==> config.mk <==
export PLATFORM = sky130hd
export DESIGN_NAME = gpio_wake_port
export DESIGN_NICKNAME = d
export VERILOG_FILES = /design/src/rtl/gpio_wake_pkg.sv /design/src/rtl/gpio_sync.sv /design/src/rtl/gpio_change_det.sv /design/src/rtl/gpio_evt_fsm.sv /design/src/rtl/gpio_wake_port.sv
export SDC_FILE = /design/constraint.sdc
export NUM_CORES = 1
export LEC_CHECK = 0
export CAP_MARGIN = 15
export CORE_MARGIN = 2
export CORE_UTILIZATION = 25
export CTS_BUF_LIST = sky130_fd_sc_hd__clkbuf_8 sky130_fd_sc_hd__clkbuf_16
export CTS_CLUSTER_DIAMETER = 150
export DETAILED_ROUTE_END_ITERATION = 8
export PLACE_DENSITY_LB_ADDON = 0.15
export SETUP_SLACK_MARGIN = 0.5
export SLEW_MARGIN = 25
export SYNTH_ARGS = -nofsm -noshare
export SYNTH_HDL_FRONTEND = slang
export SYNTH_SLANG_ARGS = --single-unit
export TNS_END_PERCENT = 30
==> constraint.sdc <==
create_clock -name clk -period 1.5 [get_ports clk]
set_input_delay 0.3 -clock clk [delete_from_list [all_inputs] [get_ports clk]]
set_output_delay 0.3 -clock clk [all_outputs]
set_load 0.05 [all_outputs]
==> src/rtl/gpio_wake_pkg.sv <==
package gpio_wake_pkg;

    // Event sequencer states
    typedef enum logic [1:0] {
        EV_ARM   = 2'd0,
        EV_QUIET = 2'd1,
        EV_PEND  = 2'd2
    } evt_state_t;

    // Event configuration bit positions
    localparam int CFG_HOLD_BIT = 0;
    localparam int CFG_IRQ_BIT  = 1;

endpackage

==> src/rtl/gpio_sync.sv <==
module gpio_sync #(
    parameter int W      = 4,
    parameter int STAGES = 2
) (
    input  logic         clk,
    input  logic         rst_n,
    input  logic [W-1:0] d_async,
    output logic [W-1:0] q_sync
);
    logic [W-1:0] stg [STAGES];

    generate
        for (genvar s = 0; s < STAGES; s++) begin : g_stage
            if (s == 0) begin : g_first
                always_ff @(posedge clk or negedge rst_n) begin
                    if (!rst_n) stg[0] <= '0;
                    else        stg[0] <= d_async;
                end
            end else begin : g_next
                always_ff @(posedge clk or negedge rst_n) begin
                    if (!rst_n) stg[s] <= '0;
                    else        stg[s] <= stg[s-1];
                end
            end
        end
    endgenerate

    assign q_sync = stg[STAGES-1];

endmodule

==> src/rtl/gpio_change_det.sv <==
module gpio_change_det #(
    parameter int W = 4
) (
    input  logic         clk,
    input  logic         rst_n,
    input  logic         armed,
    input  logic [W-1:0] cur,
    input  logic [W-1:0] chg_mask,
    input  logic [W-1:0] stop_mask,
    input  logic         clr_req,
    output logic [W-1:0] status,
    output logic         any_new,
    output logic         wake
);
    logic [W-1:0] prev_q;
    logic [W-1:0] hit;
    logic [W-1:0] fall_hit;
    logic         wake_q;

    always_comb begin
        hit      = armed ? ((cur ^ prev_q) & chg_mask) : '0;
        fall_hit = armed ? ((prev_q & ~cur) & stop_mask) : '0;
        any_new  = |hit;
    end

    always_ff @(posedge clk or negedge rst_n) begin
        if (!rst_n) begin
            prev_q <= '0;
            status <= '0;
            wake_q <= 1'b0;
        end else begin
            prev_q <= cur;
            wake_q <= |fall_hit;
            if (clr_req) status <= hit;
            else         status <= status | hit;
        end
    end

    assign wake = wake_q;


    sticky_chk: assert property (@(posedge clk) disable iff (!rst_n)
        !clr_req |=> ((status & $past(status)) == $past(status)));


    clear_collide_chk: assert property (@(posedge clk) disable iff (!rst_n)
        (clr_req && !any_new) |=> (status == '0));


    wake_mask_chk: assert property (@(posedge clk) disable iff (!rst_n)
        wake |-> $past(|stop_mask));


    arm_quiet_chk: assert property (@(posedge clk) disable iff (!rst_n)
        !armed |=> !wake);

endmodule

==> src/rtl/gpio_evt_fsm.sv <==
module gpio_evt_fsm
    import gpio_wake_pkg::*;
#(
    parameter int ARM_CYC = 3
) (
    input  logic clk,
    input  logic rst_n,
    input  logic any_new,
    input  logic ack,
    output logic armed,
    output logic event_flag
);
    localparam int CW = $clog2(ARM_CYC + 1);
    localparam logic [CW-1:0] LAST = CW'(ARM_CYC - 1);

    evt_state_t     st_q, st_d;
    logic [CW-1:0]  cnt_q;

    always_comb begin
        st_d = st_q;
        unique case (st_q)
            EV_ARM:   if (cnt_q == LAST)       st_d = EV_QUIET;
            EV_QUIET: if (any_new)             st_d = EV_PEND;
            EV_PEND:  if (ack && !any_new)     st_d = EV_QUIET;
            default:                           st_d = EV_ARM;
        endcase
    end

    always_ff @(posedge clk or negedge rst_n) begin
        if (!rst_n) begin
            st_q  <= EV_ARM;
            cnt_q <= '0;
        end else begin
            st_q <= st_d;
            if (st_q == EV_ARM) cnt_q <= cnt_q + 1'b1;
        end
    end

    always_comb begin
        armed      = 1'b1;
        event_flag = 1'b0;
        unique case (st_q)
            EV_ARM:   armed = 1'b0;
            EV_QUIET: event_flag = 1'b0;
            EV_PEND:  event_flag = 1'b1;
            default:  armed = 1'b0;
        endcase
    end


    ack_clears_chk: assert property (@(posedge clk) disable iff (!rst_n)
        (ack && !any_new) |=> !event_flag);


    new_wins_chk: assert property (@(posedge clk) disable iff (!rst_n)
        any_new |=> event_flag);


    arm_no_event_chk: assert property (@(posedge clk) disable iff (!rst_n)
        !armed |-> !event_flag);

endmodule

==> src/rtl/gpio_wake_port.sv <==
module gpio_wake_port
    import gpio_wake_pkg::*;
#(
    parameter int W           = 4,
    parameter int SYNC_STAGES = 2
) (
    input  logic         clk,
    input  logic         rst_n,
    input  logic         mode_we,
    input  logic [W-1:0] mode_wdata,
    input  logic         dout_we,
    input  logic [W-1:0] dout_wdata,
    input  logic         chg_en_we,
    input  logic [W-1:0] chg_en_wdata,
    input  logic         stop_en_we,
    input  logic [W-1:0] stop_en_wdata,
    input  logic         evt_cfg_we,
    input  logic [1:0]   evt_cfg_wdata,
    input  logic         stat_clr,
    input  logic         irq_ack,
    input  logic [W-1:0] pad_in,
    output logic [W-1:0] pad_out,
    output logic [W-1:0] pad_oe,
    output logic [W-1:0] pin_rdata,
    output logic [W-1:0] status,
    output logic         event_flag,
    output logic         irq_req,
    output logic         hold_release,
    output logic         stop_wake
);
    localparam int ARM_CYC = SYNC_STAGES + 1;

    logic [W-1:0] mode_q;
    logic [W-1:0] dout_q;
    logic [W-1:0] chg_en_q;
    logic [W-1:0] stop_en_q;
    logic [1:0]   cfg_q;
    logic [W-1:0] sync_val;
    logic         armed;
    logic         any_new;
    logic         clr_req;

    always_ff @(posedge clk or negedge rst_n) begin
        if (!rst_n) begin
            mode_q    <= '1;
            dout_q    <= '0;
            chg_en_q  <= '0;
            stop_en_q <= '0;
            cfg_q     <= '0;
        end else begin
            if (mode_we)    mode_q    <= mode_wdata;
            if (dout_we)    dout_q    <= dout_wdata;
            if (chg_en_we)  chg_en_q  <= chg_en_wdata;
            if (stop_en_we) stop_en_q <= stop_en_wdata;
            if (evt_cfg_we) cfg_q     <= evt_cfg_wdata;
        end
    end

    assign clr_req = stat_clr | chg_en_we;

    gpio_sync #(.W(W), .STAGES(SYNC_STAGES)) u_sync (
        .clk     (clk),
        .rst_n   (rst_n),
        .d_async (pad_in),
        .q_sync  (sync_val)
    );

    gpio_change_det #(.W(W)) u_det (
        .clk       (clk),
        .rst_n     (rst_n),
        .armed     (armed),
        .cur       (sync_val),
        .chg_mask  (chg_en_q),
        .stop_mask (stop_en_q),
        .clr_req   (clr_req),
        .status    (status),
        .any_new   (any_new),
        .wake      (stop_wake)
    );

    gpio_evt_fsm #(.ARM_CYC(ARM_CYC)) u_fsm (
        .clk        (clk),
        .rst_n      (rst_n),
        .any_new    (any_new),
        .ack        (irq_ack),
        .armed      (armed),
        .event_flag (event_flag)
    );

    always_comb begin
        pad_out      = dout_q;
        pad_oe       = ~mode_q;
        pin_rdata    = sync_val;
        irq_req      = event_flag & cfg_q[CFG_IRQ_BIT];
        hold_release = event_flag & cfg_q[CFG_HOLD_BIT];
    end


    dir_write_chk: assert property (@(posedge clk) disable iff (!rst_n)
        mode_we |=> (pad_oe == ~$past(mode_wdata)));


    dir_hold_chk: assert property (@(posedge clk) disable iff (!rst_n)
        !mode_we |=> $stable(pad_oe));


    req_flag_chk: assert property (@(posedge clk) disable iff (!rst_n)
        (irq_req || hold_release) |-> event_flag);

endmodule

---- Word level (Yosys, flattened, before mapping) ----
Index checks and enable logic that the tools add are counted.
storage, ports and cells
  bits in registers ....................... 39
  logic and storage cells ................. 45
operators by class
  eq/ne operators ......................... 6
  add/subtract/negate cells ............... 1
  bitwise gates (word level) .............. 10
  muxes and demuxes ....................... 9
  reduce and logical (&&, ||, !) cells .... 7
operator list
  kind                                                   count
  AND 4 bit                                              3
  two-way mux 4 bit                                      3
  NOT 4 bit                                              2
  OR reduction 4 bit                                     2
  two-way mux 2 bit                                      3
  inequality test 2 x 1 -> 1 bit, second input constant  3
  one-hot mux 2 bit (3 select lines)                     1
  == test 2 bit, second input constant                   2
  bitwise OR 4 bit                                       1
  bitwise XOR 4 bit                                      1
  AND reduction 3 bit                                    1
  adder 2 x 1 -> 2 bit, second input constant            1
  AND 1 bit                                              2
  == test 2 x 1 -> 1 bit, second input constant          1
  zero test 2 bit                                        1
  two-way mux 1 bit                                      2
  OR reduction 2 bit                                     1
  logical AND 1 bit                                      1
  zero test 1 bit                                        1
  bitwise OR 1 bit                                       1

---- Longest topological paths before layout ----
Gate-level depths: netlist of run 1.
  depth after elaboration ................. 9
  gate-level depth with buffers ........... 6

---- Cells and area by module ----
A second synthesis of run 1 with hierarchy kept.
second synthesis, totals
  cells, all modules ...................... 107
  area total of the unflattened synthesis .. 1,567.8 µm²
by module, submodules not included
  module           area each (µm²)  cells each  instances  sequential area each (µm²)
  gpio_wake_port   691.9            43          1          455.4
  gpio_change_det  396.6            30          1          225.2
  gpio_evt_fsm     249.0            22          1          100.1
  gpio_sync        230.2            12          1          200.2

---- Worst setup path before layout of run 1 ----
OpenSTA, ideal clock, no wires.
  path type ............................... register to output
  start point ............................. reg u_fsm.st_q[0]
  end point ............................... out hold_release
  buffers on the path ..................... 0
  arrival time ............................ 1,547 ps
  slack ................................... -347 ps
  cell stages (with the launch flop) ...... 4
  data required time ...................... 1,200 ps
  cells stage by stage .................... dfrtp_1 inv_1 ha_1 and2_1
on the way
  longest elaborated chain between the ends .. 3
ends and longest elaborated chain
  item                    RTL line              RTL
  from (decl)             gpio_evt_fsm.sv:16    evt_state_t st_q, st_d;
  from (signal assigned)  gpio_evt_fsm.sv:34    st_q <= st_d;
  == test 2 bit           gpio_evt_fsm.sv:42    unique case (st_q)
  two-way mux 1 bit       gpio_evt_fsm.sv:42
  named net event_flag    gpio_wake_port.sv:26  output logic event_flag,
  AND 1 bit               gpio_wake_port.sv:95  hold_release = event_flag & cfg_q[CFG_HOLD_BIT];
  to (decl)               gpio_wake_port.sv:28  output logic hold_release,
The timed path passes the listed nets, and every way through them passes these cells.

---- Final worst setup path of run 1 ----
  start point ............................. reg u_fsm.st_q[0]
  end point ............................... out irq_req
on the way
  longest elaborated chain between the ends .. 3
ends and longest elaborated chain
  item               RTL line              RTL
  == test 2 bit      gpio_evt_fsm.sv:42
  two-way mux 1 bit  gpio_evt_fsm.sv:42
  AND 1 bit          gpio_wake_port.sv:94  irq_req = event_flag & cfg_q[CFG_IRQ_BIT];
  to (decl)          gpio_wake_port.sv:27  output logic irq_req,
No other way between the ends.

==> results of run 1 <==
==> cells in the mapped netlist <==
cell,instances
xor2_1,1
nor2b_1,1
nand4_1,1
and2_1,2
nor3_1,2
a221oi_2,1
nor2_1,1
o21ai_0,6
mux2_1,4
a22oi_1,2
a32o_2,1
mux2_2,10
dfrtp_1,35
nor2b_4,1
mux2i_1,3
nand2b_1,5
nand2_1,8
buf_4,4
o21ai_1,2
dfstp_2,4
a21oi_1,1
o21bai_1,1
ha_1,9
inv_1,13
==> registers in the layout, indices dropped and copies added (netlist names) <==
| signal | cells |
|---|---|
| chg_en_q | 4 |
| mode_q | 4 |
| pad_out | 4 |
| stop_en_q | 4 |
| u_det.prev_q | 4 |
| u_det.status | 4 |
| u_sync.q_sync | 4 |
| u_sync.stg | 4 |
| cfg_q | 2 |
| u_fsm.cnt_q | 2 |
| u_fsm.st_q | 2 |
| u_det.wake | 1 |
==> per-stage QoR <==
stage | cells | setup WS [ns] | utilization, % | setup TNS [ns]
floorplan | 118 | 0.00828 | - | 0
global placement | 249 | -0.0543 | 40.2 | -0.0648
detailed placement | 249 | -0.117 | 40.2 | -0.183
CTS | 264 | -0.0954 | 44.5 | -0.409
global route | 268 | -0.161 | 45.6 | -0.766
finish | 268 | -0.0855 | 45.6 | -0.339
==> logic make-up (layout without fill, tap and decap cells) <==
family | after synthesis | count (layout) | synth area share (%)
XOR/XNOR | 1 | 1 | 0.556
buffers and inverters | 17 | 92 | 5.00
AND/OR/NAND/NOR | 21 | 21 | 7.22
AO/OA/AOI/OAI | 14 | 14 | 5.95
multiplexers | 17 | 17 | 11.9
adder cells (fa/ha/maj) | 9 | 9 | 7.14
flip-flops | 39 | 39 | 62.2
==> per-layer routing <==
metal	up-vias	global-route usage, %	wire [um]
met3	6	4.27	238
met1	549	10.6	1250
li1	535	-	-
met4	0	2.64	46
met5	-	0	0
met2	35	18.6	1830
==> layout by cell type (no fill, tap or decap), drive strengths merged <==
| master | n |
|---|---|
| nor2b | 2 |
| inv | 14 |
| o21ai | 8 |
| mux2i | 3 |
| mux2 | 14 |
| dfrtp | 35 |
| clkbuf | 6 |
| clkinv | 1 |
| nand2 | 8 |
| clkdlybuf4s50 | 26 |
| a221oi | 1 |
| a21oi | 1 |
| nor3 | 2 |
| and2 | 2 |
| nand4 | 1 |
| ha | 9 |
| a32o | 1 |
| xor2 | 1 |
| a22oi | 2 |
| dlygate4sd2 | 3 |
| nand2b | 5 |
| dfstp | 4 |
| buf | 42 |
| nor2 | 1 |
| o21bai | 1 |
==> worst max-delay path: stages (launching register included) <==
cell and delay [ns]:
dfrtp_1 0.40, inv_2 0.09, buf_6 0.11, ha_4 0.14, and2_4 0.15, buf_12 0.13
==> report_power, final <==
part           leakage, nW  switching [mW]  internal (mW)
Sequential           0.461           0.123           1.22
Clock               0.0516           0.367          0.376
Combinational        0.734           0.789          0.918
Total                 1.25            1.28           2.51
==> worst paths after layout <==
check                                           from                         end  slack, ns
min reg2reg                  u_sync.stg[5]$_DFF_PN0_  u_sync.q_sync[1]$_DFF_PN0_       0.35
max reg2reg                u_fsm.st_q[1]$_DFFE_PN0P_   u_fsm.st_q[1]$_DFFE_PN0P_      -0.07
min                                            rst_n  u_fsm.cnt_q[0]$_DFFE_PN0P_      -0.03
min in group clk             u_sync.stg[5]$_DFF_PN0_  u_sync.q_sync[1]$_DFF_PN0_       0.35
max                        u_fsm.st_q[0]$_DFFE_PN0P_                     irq_req      -0.09
max in group asynchronous                      rst_n     chg_en_q[2]$_DFFE_PN0P_       1.06
==> area by class of cell <==
class	instances	area [um^2]	area share [%]
sequential	39	981	35.9
timing repair buffer	71	887	32.4
tap	75	93.8	3.43
inverter	13	51.3	1.88
clock inverter	2	13.8	0.503
clock buffer	6	82.6	3.02
multi-input combinational	62	624	22.8
==> repair_timing <==
item | 4_1_cts | 5_1_grt
gates resized for setup | 35 | 8
endpoints found under the hold margin | 14 | 10
buffers inserted | 7 | 4
setup endpoints to repair | 39 | 27
pin swaps | 10 | 6
==> summary.txt, run 1 <==
STA
  • Slew margin rel.: 68.1%
  • Count of pins over their slew limit: 0
  • Period Utilization, post-route: 106%
  • Final worst slack: -0.0855 ns
  • Worst Max-Slew Pin Slew: 0.479 ns
  • Setup violators final: 5
  • Unrepaired setup endpoints after global routing: true
  • Hold Vio Cnt, Final: 14
  • Fin crit period: 1.59 ns
  • Fmax: 631 MHz
  • Clock skew: 0.00796 ns
  • Final hold slack: -0.0308 ns

GRT
  • Pin count of the biggest net entering global routing: 22
  • Vias in the first global route: 1260
  • Grt ovf: 0
  • Antenna violations before repair: 0
  • Global-route wire length before repair: 5.59 mm
  • Tot GR Track Use: 10.1%

Synth
  • Synth top area share: 55.6%
  • Netlist cell types: 24
  • FF+latch count, synth: 39
  • Area contributors post-synth: dfrtp_1, ha_1, mux2_2
  • Syn_nets: 158
  • Avg Cell Area, Syn: 13.4 um^2
  • Post-synthesis sequential area ratio: 62.2%
  • Synth warn: 0
  • Cell count after synthesis: 118
  • Synthesized area: 1580 um^2
  • Area leader, netlist: dfrtp_1

Pwr
  • Overall Power: 3.79 mW
  • VDD IR max: 746 uV
  • Leakage: 1.25 nW
  • Power density cells: 1390 nW/um^2

Cells and area
  • NumNets Final: 232
  • Design area: 2730 um^2
  • Layout cell share with drive strength beyond 1: 47.2%
  • Fill cells: 532
  • Diodes inserted: 0
  • Area growth, synth to finish: 73.4%

Detailed routing
  • WL per Instance: 12.5 um
  • DRC Markers: 0
  • Drt via density: 4.20
  • Initial drt markers: 14
  • Post-Route WL: 3.36 mm
  • 1st-pass router iterations: 2
  • Vias: 1125
  • Post-route ant nets: 0

Floorplanning
  • Num rows: 28
  • I/O Pins: 51
  • Core area: 5990 um^2
  • Die area: 6960 um^2
  • Initial core utilization: 26.3%
  • Die W: 83.4 um
  • Die height: 83.4 um

Critical path
  • CP Launch Type: flip-flop
  • Crit path max fanout: 5
  • Critical setup path kind: flip-flop to output port
  • CP arrival: 1.29 ns
  • Path depth of the worst reg2reg path: 6
  • CP Capture Type: output port
  • Critical path required time: 1.20 ns

Place
  • DP Area: 2410 um^2
  • Gpl congestion: 0.723
  • Post-detail-place hpwl: 2.53 mm
  • Port Buffer Count: 50

Flow run
  • Max-cap violations: 0

Clock tree
  • Clock transition at the registers of the reported paths: 0.08 ns
  • Clk_lat worst skew: 0.28 ns
  • CTS tree: yes
  • Root Buffer: clkbuf_8
  • Sink Count: 39
  • Clock buffer depth: 2
  • Num CTS Buffers: 5
  • H-tree depth: 2

Outcome
  • Status: finished, violations left
  • Violated checks: negative hold slack, negative setup slack

Min path
  • Hold Crit Class: input pin to async pin
No activity file was read; power rests on OpenSTA's default activity.
==> inputs of run 2 (changes only) <==
--- a/config.mk
+++ b/config.mk
@@ -5,6 +5,7 @@
 export SDC_FILE = /design/constraint.sdc
 export NUM_CORES = 1
 export LEC_CHECK = 0
+export ABC_CLOCK_PERIOD_IN_PS = 1500
 export CAP_MARGIN = 15
 export CORE_MARGIN = 2
 export CORE_UTILIZATION = 25
@@ -13,6 +14,7 @@
 export DETAILED_ROUTE_END_ITERATION = 8
 export PLACE_DENSITY_LB_ADDON = 0.15
 export SETUP_SLACK_MARGIN = 0.5
+export SKIP_CTS_REPAIR_TIMING = 1
 export SLEW_MARGIN = 25
 export SYNTH_ARGS = -nofsm -noshare
 export SYNTH_HDL_FRONTEND = slang
==> summary.txt, run 2 (synthesized netlist as in run 1, its figures left out) <==
GRT
  • Pin count of the biggest net entering global routing: 22 (unchanged)
  • Global-route wire length before repair: 5.35 mm (-4.3%)
  • Vias in the first global route: 1197 (-5.0%)
  • Grt ovf: 0 (unchanged)
  • Antenna violations before repair: 0 (unchanged)
  • Tot GR Track Use: 9.66% (-0.46 points)

Floorplanning
  • Die area: 6960 um^2 (unchanged)
  • Num rows: 28 (unchanged)
  • Die W: 83.4 um (unchanged)
  • Die height: 83.4 um (unchanged)
  • Core area: 5990 um^2 (unchanged)
  • Initial core utilization: 26.3% (unchanged)
  • I/O Pins: 51 (unchanged)

Critical path
  • R2R Path End: u_fsm.st_q[1]$_DFFE_PN0P_
  • WP depth: 5 (unchanged)
  • Critical setup path kind: flip-flop to output port
  • CP bufs+invs: 3 (unchanged)
  • Flop2flop setup slack: -0.13 ns (-0.06 ns)
  • Delay-heaviest family, CP: flip-flops
  • Critical R2R Launch: u_fsm.st_q[0]$_DFFE_PN0P_
  • CP arrival: 1.34 ns (+0.05 ns)
  • Crit. Startpoint: u_fsm.st_q[0]$_DFFE_PN0P_
  • Critical Path, Cell by Cell: inv_2 > buf_6 > ha_4 > and2_4 > buf_12
  • CP Launch Type: flip-flop
  • Crit path max fanout: 6 (+1)
  • CP max-delay cell: dfrtp_1
  • Critical path required time: 1.20 ns (about the same)
  • Slowest Stage Delay on Critical Path: 0.41 ns (about the same)
  • Critical path endpoint: hold_release
  • CP Capture Type: output port
  • Path depth of the worst reg2reg path: 7 (+1)

Detailed routing
  • Post-route ant nets: 0 (unchanged)
  • Post-Route WL: 3.29 mm (-2.2%)
  • Vias: 1116 (-0.80%)
  • DRC Markers: 0 (unchanged)
  • Drt via density: 4.23 (+0.70%)
  • Initial drt markers: 15 (+1)
  • 1st-pass router iterations: 4 (+2)
  • WL per Instance: 12.5 um (-0.72%)

STA
  • Clock skew: 0.00894 ns (+0.000980 ns)
  • Worst Max-Slew Pin Slew: 0.474 ns (-0.00482 ns)
  • Count of pins over their slew limit: 0 (unchanged)
  • Fin crit period: 1.64 ns (+0.0516 ns)
  • Unrepaired setup endpoints after global routing: true
  • Period Utilization, post-route: 109% (+3.4 points)
  • Final hold slack: -0.0342 ns (-0.00341 ns)
  • Setup violators final: 5 (unchanged)
  • Slew margin rel.: 68.4% (+0.32 points)
  • Final worst slack: -0.137 ns (-0.0516 ns)
  • Fmax: 611 MHz (-3.1%)
  • Hold Vio Cnt, Final: 14 (unchanged)

Pwr
  • Overall Power: 3.74 mW (-1.5%)
  • Leakage: 1.25 nW (about the same)
  • VDD IR max: 762 uV (+2.2%)
  • Power density cells: 1390 nW/um^2 (-0.16%)

Clock tree
  • Clock buffer depth: 2 (unchanged)
  • Root Buffer: clkbuf_8
  • Clock transition at the registers of the reported paths: 0.08 ns (about the same)
  • H-tree depth: 2 (unchanged)
  • Clk_lat worst skew: 0.28 ns (about the same)
  • CTS tree: yes
  • Num CTS Buffers: 5 (unchanged)
  • Sink Count: 39 (unchanged)

Cells and area
  • Register area: 981 um^2 (unchanged)
  • Final core occ: 45.0% (-0.61 points)
  • Multi-input gate area: 624 um^2 (unchanged)
  • Non-filler cells, final: 264 (-1.5%)
  • Diodes inserted: 0 (unchanged)
  • Commonest non-fill, non-tap cells in the layout: dfrtp_1, clkdlybuf4s50_1, buf_12, mux2_2
  • Fill cells: 535 (+0.56%)
  • Layout cell share with drive strength beyond 1: 46.0% (-1.1 points)
  • Area growth, synth to finish: 71.1%
  • NumNets Final: 228 (-1.7%)
  • Most common cell after layout, fill and taps aside: dfrtp_1

Place
  • Placed Cells: 249 (unchanged)
  • Port Buffer Count: 50 (unchanged)
  • Post-detail-place hpwl: 2.53 mm (unchanged)
  • Gpl congestion: 0.723 (unchanged)
  • Pre-CTS setup slack: -0.117 ns (unchanged)

Min path
  • Hold Crit Class: input pin to async pin

Outcome
  • Violated checks: negative hold slack, negative setup slack
  • Status: finished, violations left

Flow run
  • Max-cap violations: 0 (unchanged)
-- run 2: changes by cell type in the layout (fill, tap and decap cells not counted), sizes merged --
cell	previous run	this run
buf	42	38
dlygate4sd2	3	0
dlymetal6s2s	0	3
-- run 2: metal layers --
| metal | global-route usage (%) | up-vias | wire length (um) |
|---|---|---|---|
| met5 | 0 | - | 0 |
| li1 | - | 528 | - |
| met1 | 10.4 | 539 | 1260 |
| met3 | 4.08 | 8 | 254 |
| met2 | 17.4 | 41 | 1710 |
| met4 | 2.64 | 0 | 67 |
-- run 2: cell type report --
type,count,share of cell area [%]
Sequential cell,39,36.4
Inverter,13,1.81
Clock buffer,6,3.06
Tap cell,75,3.48
Multi-Input combinational cell,62,23.1
Timing Repair Buffer,67,31.6
Clock inverter,2,0.510
-- run 2: report_power, final --
group	internal (mW)	switching, mW	total, mW
logic	0.875	0.772	1.65
registers	1.22	0.125	1.35
clock network	0.376	0.368	0.744
-- run 2: how the worst min path moves through the flow --
| stage | from | cells past startpoint | endpoint | slack (ns) |
|---|---|---|---|---|
| 6_report | rst_n | 1 | u_fsm.cnt_q[0]$_DFFE_PN0P_ | -0.03 |
| 5_1_grt | rst_n | 1 | u_fsm.cnt_q[0]$_DFFE_PN0P_ | -0.006 |
| 2_1_floorplan | rst_n | 0 | cfg_q[0]$_DFFE_PN0P_ | 0.004 |
| 3_3_place_gp | rst_n | 1 | pad_out[3]$_DFFE_PN0P_ | 0.27 |
| 4_1_cts | rst_n | 1 | pad_out[2]$_DFFE_PN0P_ | -0.03 |
| 3_5_place_dp | rst_n | 1 | pad_out[2]$_DFFE_PN0P_ | 0.29 |
-- run 2: stage by stage --
step	hold slack [ns]	setup TNS [ns]	area (um^2)
floorplan	0.00441	0	1610
CTS	-0.0282	-0.647	2510
global placement	0.273	-0.0648	2410
finish	-0.0342	-0.584	2700
detailed placement	0.288	-0.183	2410
global route	-0.00559	-0.897	2700
-- run 2: worst reg2reg max path, stage by stage, from the launching register on --
cell and delay [ns]:
dfrtp_1 0.39, inv_2 0.08, buf_6 0.12, ha_4 0.17
buf_4 0.13, a221oi_2 0.23, mux2i_1 0.15, a32o_2 0.25
==> inputs of run 3 (changes only) <==
--- a/config.mk
+++ b/config.mk
@@ -8,11 +8,12 @@
 export ABC_CLOCK_PERIOD_IN_PS = 1500
 export CAP_MARGIN = 15
 export CORE_MARGIN = 2
-export CORE_UTILIZATION = 25
+export CORE_UTILIZATION = 40
 export CTS_BUF_LIST = sky130_fd_sc_hd__clkbuf_8 sky130_fd_sc_hd__clkbuf_16
 export CTS_CLUSTER_DIAMETER = 150
 export DETAILED_ROUTE_END_ITERATION = 8
-export PLACE_DENSITY_LB_ADDON = 0.15
+export HOLD_SLACK_MARGIN = 0.15
+export PLACE_DENSITY = 0.78
 export SETUP_SLACK_MARGIN = 0.5
 export SKIP_CTS_REPAIR_TIMING = 1
 export SLEW_MARGIN = 25
==> summary.txt, run 3 (synthesized netlist as in run 1, its figures left out) <==
Outcome
  • Status: finished, violations left
  • Violated checks: negative setup slack

STA
  • Fin crit period: 1.63 ns (-0.0112 ns)
  • Final worst slack: -0.126 ns (+0.0112 ns)
  • Setup violators final: 5 (unchanged)
  • Count of pins over their slew limit: 0 (unchanged)
  • Period Utilization, post-route: 108% (-0.75 points)
  • Fmax: 615 MHz (+0.69%)
  • Clock skew: 0.00418 ns (-0.00475 ns)
  • Worst Max-Slew Pin Slew: 0.356 ns (-0.118 ns)
  • Hold Vio Cnt, Final: 0 (-14)
  • Slew margin rel.: 76.3% (+7.9 points)
  • Unrepaired setup endpoints after global routing: true
  • Final hold slack: 0.349 ns (+0.383 ns)

Cells and area
  • Non-filler cells, final: 237 (-10%)
  • Fill cells: 249 (-53%)
  • Diodes inserted: 0 (unchanged)
  • Commonest non-fill, non-tap cells in the layout: dfrtp_1, clkdlybuf4s50_1, buf_12, buf_4, mux2_2
  • Most common cell after layout, fill and taps aside: dfrtp_1
  • Final core occ: 71.1% (+26 points)
  • Area growth, synth to finish: 67.6%
  • Layout cell share with drive strength beyond 1: 43.4% (-2.6 points)
  • NumNets Final: 228 (unchanged)

Detailed routing
  • Drt via density: 4.89 (+16%)
  • Post-route ant nets: 0 (unchanged)
  • 1st-pass router iterations: 4 (unchanged)
  • Initial drt markers: 44 (+29)
  • Vias: 1160 (+3.9%)
  • Post-Route WL: 3.90 mm (+19%)
  • WL per Instance: 16.5 um (+32%)
  • DRC Markers: 0 (unchanged)

Critical path
  • CP Launch Type: flip-flop
  • Critical path required time: 1.68 ns (+0.48 ns)
  • Crit path max fanout: 3 (-3)
  • CP Capture Type: flip-flop
  • CP arrival: 1.81 ns (+0.47 ns)
  • Flop2flop setup slack: -0.13 ns (about the same)
  • Path depth of the worst reg2reg path: 6 (-1)
  • Critical setup path kind: flip-flop to flip-flop
  • Critical R2R Launch: u_fsm.st_q[0]$_DFFE_PN0P_
  • R2R Path End: u_fsm.st_q[1]$_DFFE_PN0P_

Place
  • Post-detail-place hpwl: 2.78 mm (+9.5%)
  • Placed Cells: 220 (-12%)
  • Port Buffer Count: 50 (unchanged)
  • Gpl congestion: 0.788 (+8.9%)
  • Pre-CTS setup slack: -0.151 ns (-0.0346 ns)

Pwr
  • VDD IR max: 709 uV (-6.9%)
  • Leakage: 1.23 nW (-1.3%)
  • Power density cells: 1460 nW/um^2 (+5.2%)

Clock tree
  • Clk_lat worst skew: 0.29 ns (about the same)
  • Root Buffer: clkbuf_8
  • Clock buffer depth: 2 (unchanged)
  • Clock transition at the registers of the reported paths: 0.08 ns (about the same)
  • Sink Count: 39 (unchanged)
  • CTS tree: yes
  • H-tree depth: 2 (unchanged)
  • Num CTS Buffers: 5 (unchanged)

GRT
  • Vias in the first global route: 1272 (+6.3%)
  • Pin count of the biggest net entering global routing: 29 (+32%)
  • Grt ovf: 0 (unchanged)
  • Antenna violations before repair: 0 (unchanged)
  • Global-route wire length before repair: 5.91 mm (+11%)
  • Tot GR Track Use: 18.3% (+8.7 points)

Floorplanning
  • I/O Pins: 51 (unchanged)
  • Die height: 66.8 um (-20%)
  • Die W: 66.8 um (-20%)
  • Num rows: 22 (-21%)
  • Core area: 3720 um^2 (-38%)
  • Initial core utilization: 42.4% (+16 points)
  • Die area: 4460 um^2 (-36%)

Flow run
  • Max-cap violations: 0 (unchanged)

Min path
  • Hold Crit Class: input pin to async pin
[run 3: worst max-delay path by stage]
stage / startpoint / to / slack (ns) / cells after the start
after floorplan: u_fsm.st_q[0]$_DFFE_PN0P_ / u_fsm.st_q[1]$_DFFE_PN0P_ / 0.008 / 6
after global placement: irq_ack / u_fsm.st_q[1]$_DFFE_PN0P_ / -0.05 / 5
after detailed placement: u_sync.q_sync[2]$_DFF_PN0_ / u_fsm.st_q[0]$_DFFE_PN0P_ / -0.15 / 6
after CTS: u_fsm.st_q[0]$_DFFE_PN0P_ / hold_release / -0.16 / 4
after global routing: u_sync.q_sync[0]$_DFF_PN0_ / u_fsm.st_q[0]$_DFFE_PN0P_ / -0.19 / 6
final: u_fsm.st_q[0]$_DFFE_PN0P_ / u_fsm.st_q[1]$_DFFE_PN0P_ / -0.13 / 6
[run 3: worst max-delay path, cell delays in order, from the launching register on]
cell and delay [ns]:
dfrtp_1 0.41, inv_2 0.12, ha_4 0.22, nand2b_4 0.14, a221oi_4 0.27, mux2i_2 0.12, a32o_2 0.23
[run 3: where the power goes]
part | leakage (nW) | internal, mW | switching (mW)
combinational | 0.719 | 0.898 | 0.823
sequential | 0.461 | 1.22 | 0.130
clock | 0.0505 | 0.418 | 0.363
total | 1.23 | 2.54 | 1.32
[run 3: area by class of cell]
type	count	area (um^2)	share of cell area [%]
sequential	39	981	37.1
clock buffer	7	96.3	3.65
multi-input combinational	62	611	23.1
inverter	13	48.8	1.85
clock inverter	1	7.51	0.284
timing repair buffer	67	838	31.7
tap	48	60.1	2.27
[run 3: per-layer routing]
metal / track usage [%] / vias to the layer above / routed length (um)
li1: - / 527 / -
met1: 18.8 / 580 / 1310
met2: 33.5 / 44 / 2220
met3: 5.74 / 9 / 252
met4: 8.67 / 0 / 116
met5: 0 / - / 0
[run 3: per-stage QoR]
step           setup TNS (ns)  power (mW)  area, um^2
2_1_floorplan               0        2.18        1610
3_3_place_gp          -0.0526        2.75        2350
3_5_place_dp           -0.263        2.84        2350
4_1_cts                -0.586        3.62        2460
5_1_grt                -0.696        4.03        2640
6_report               -0.538        3.85        2640
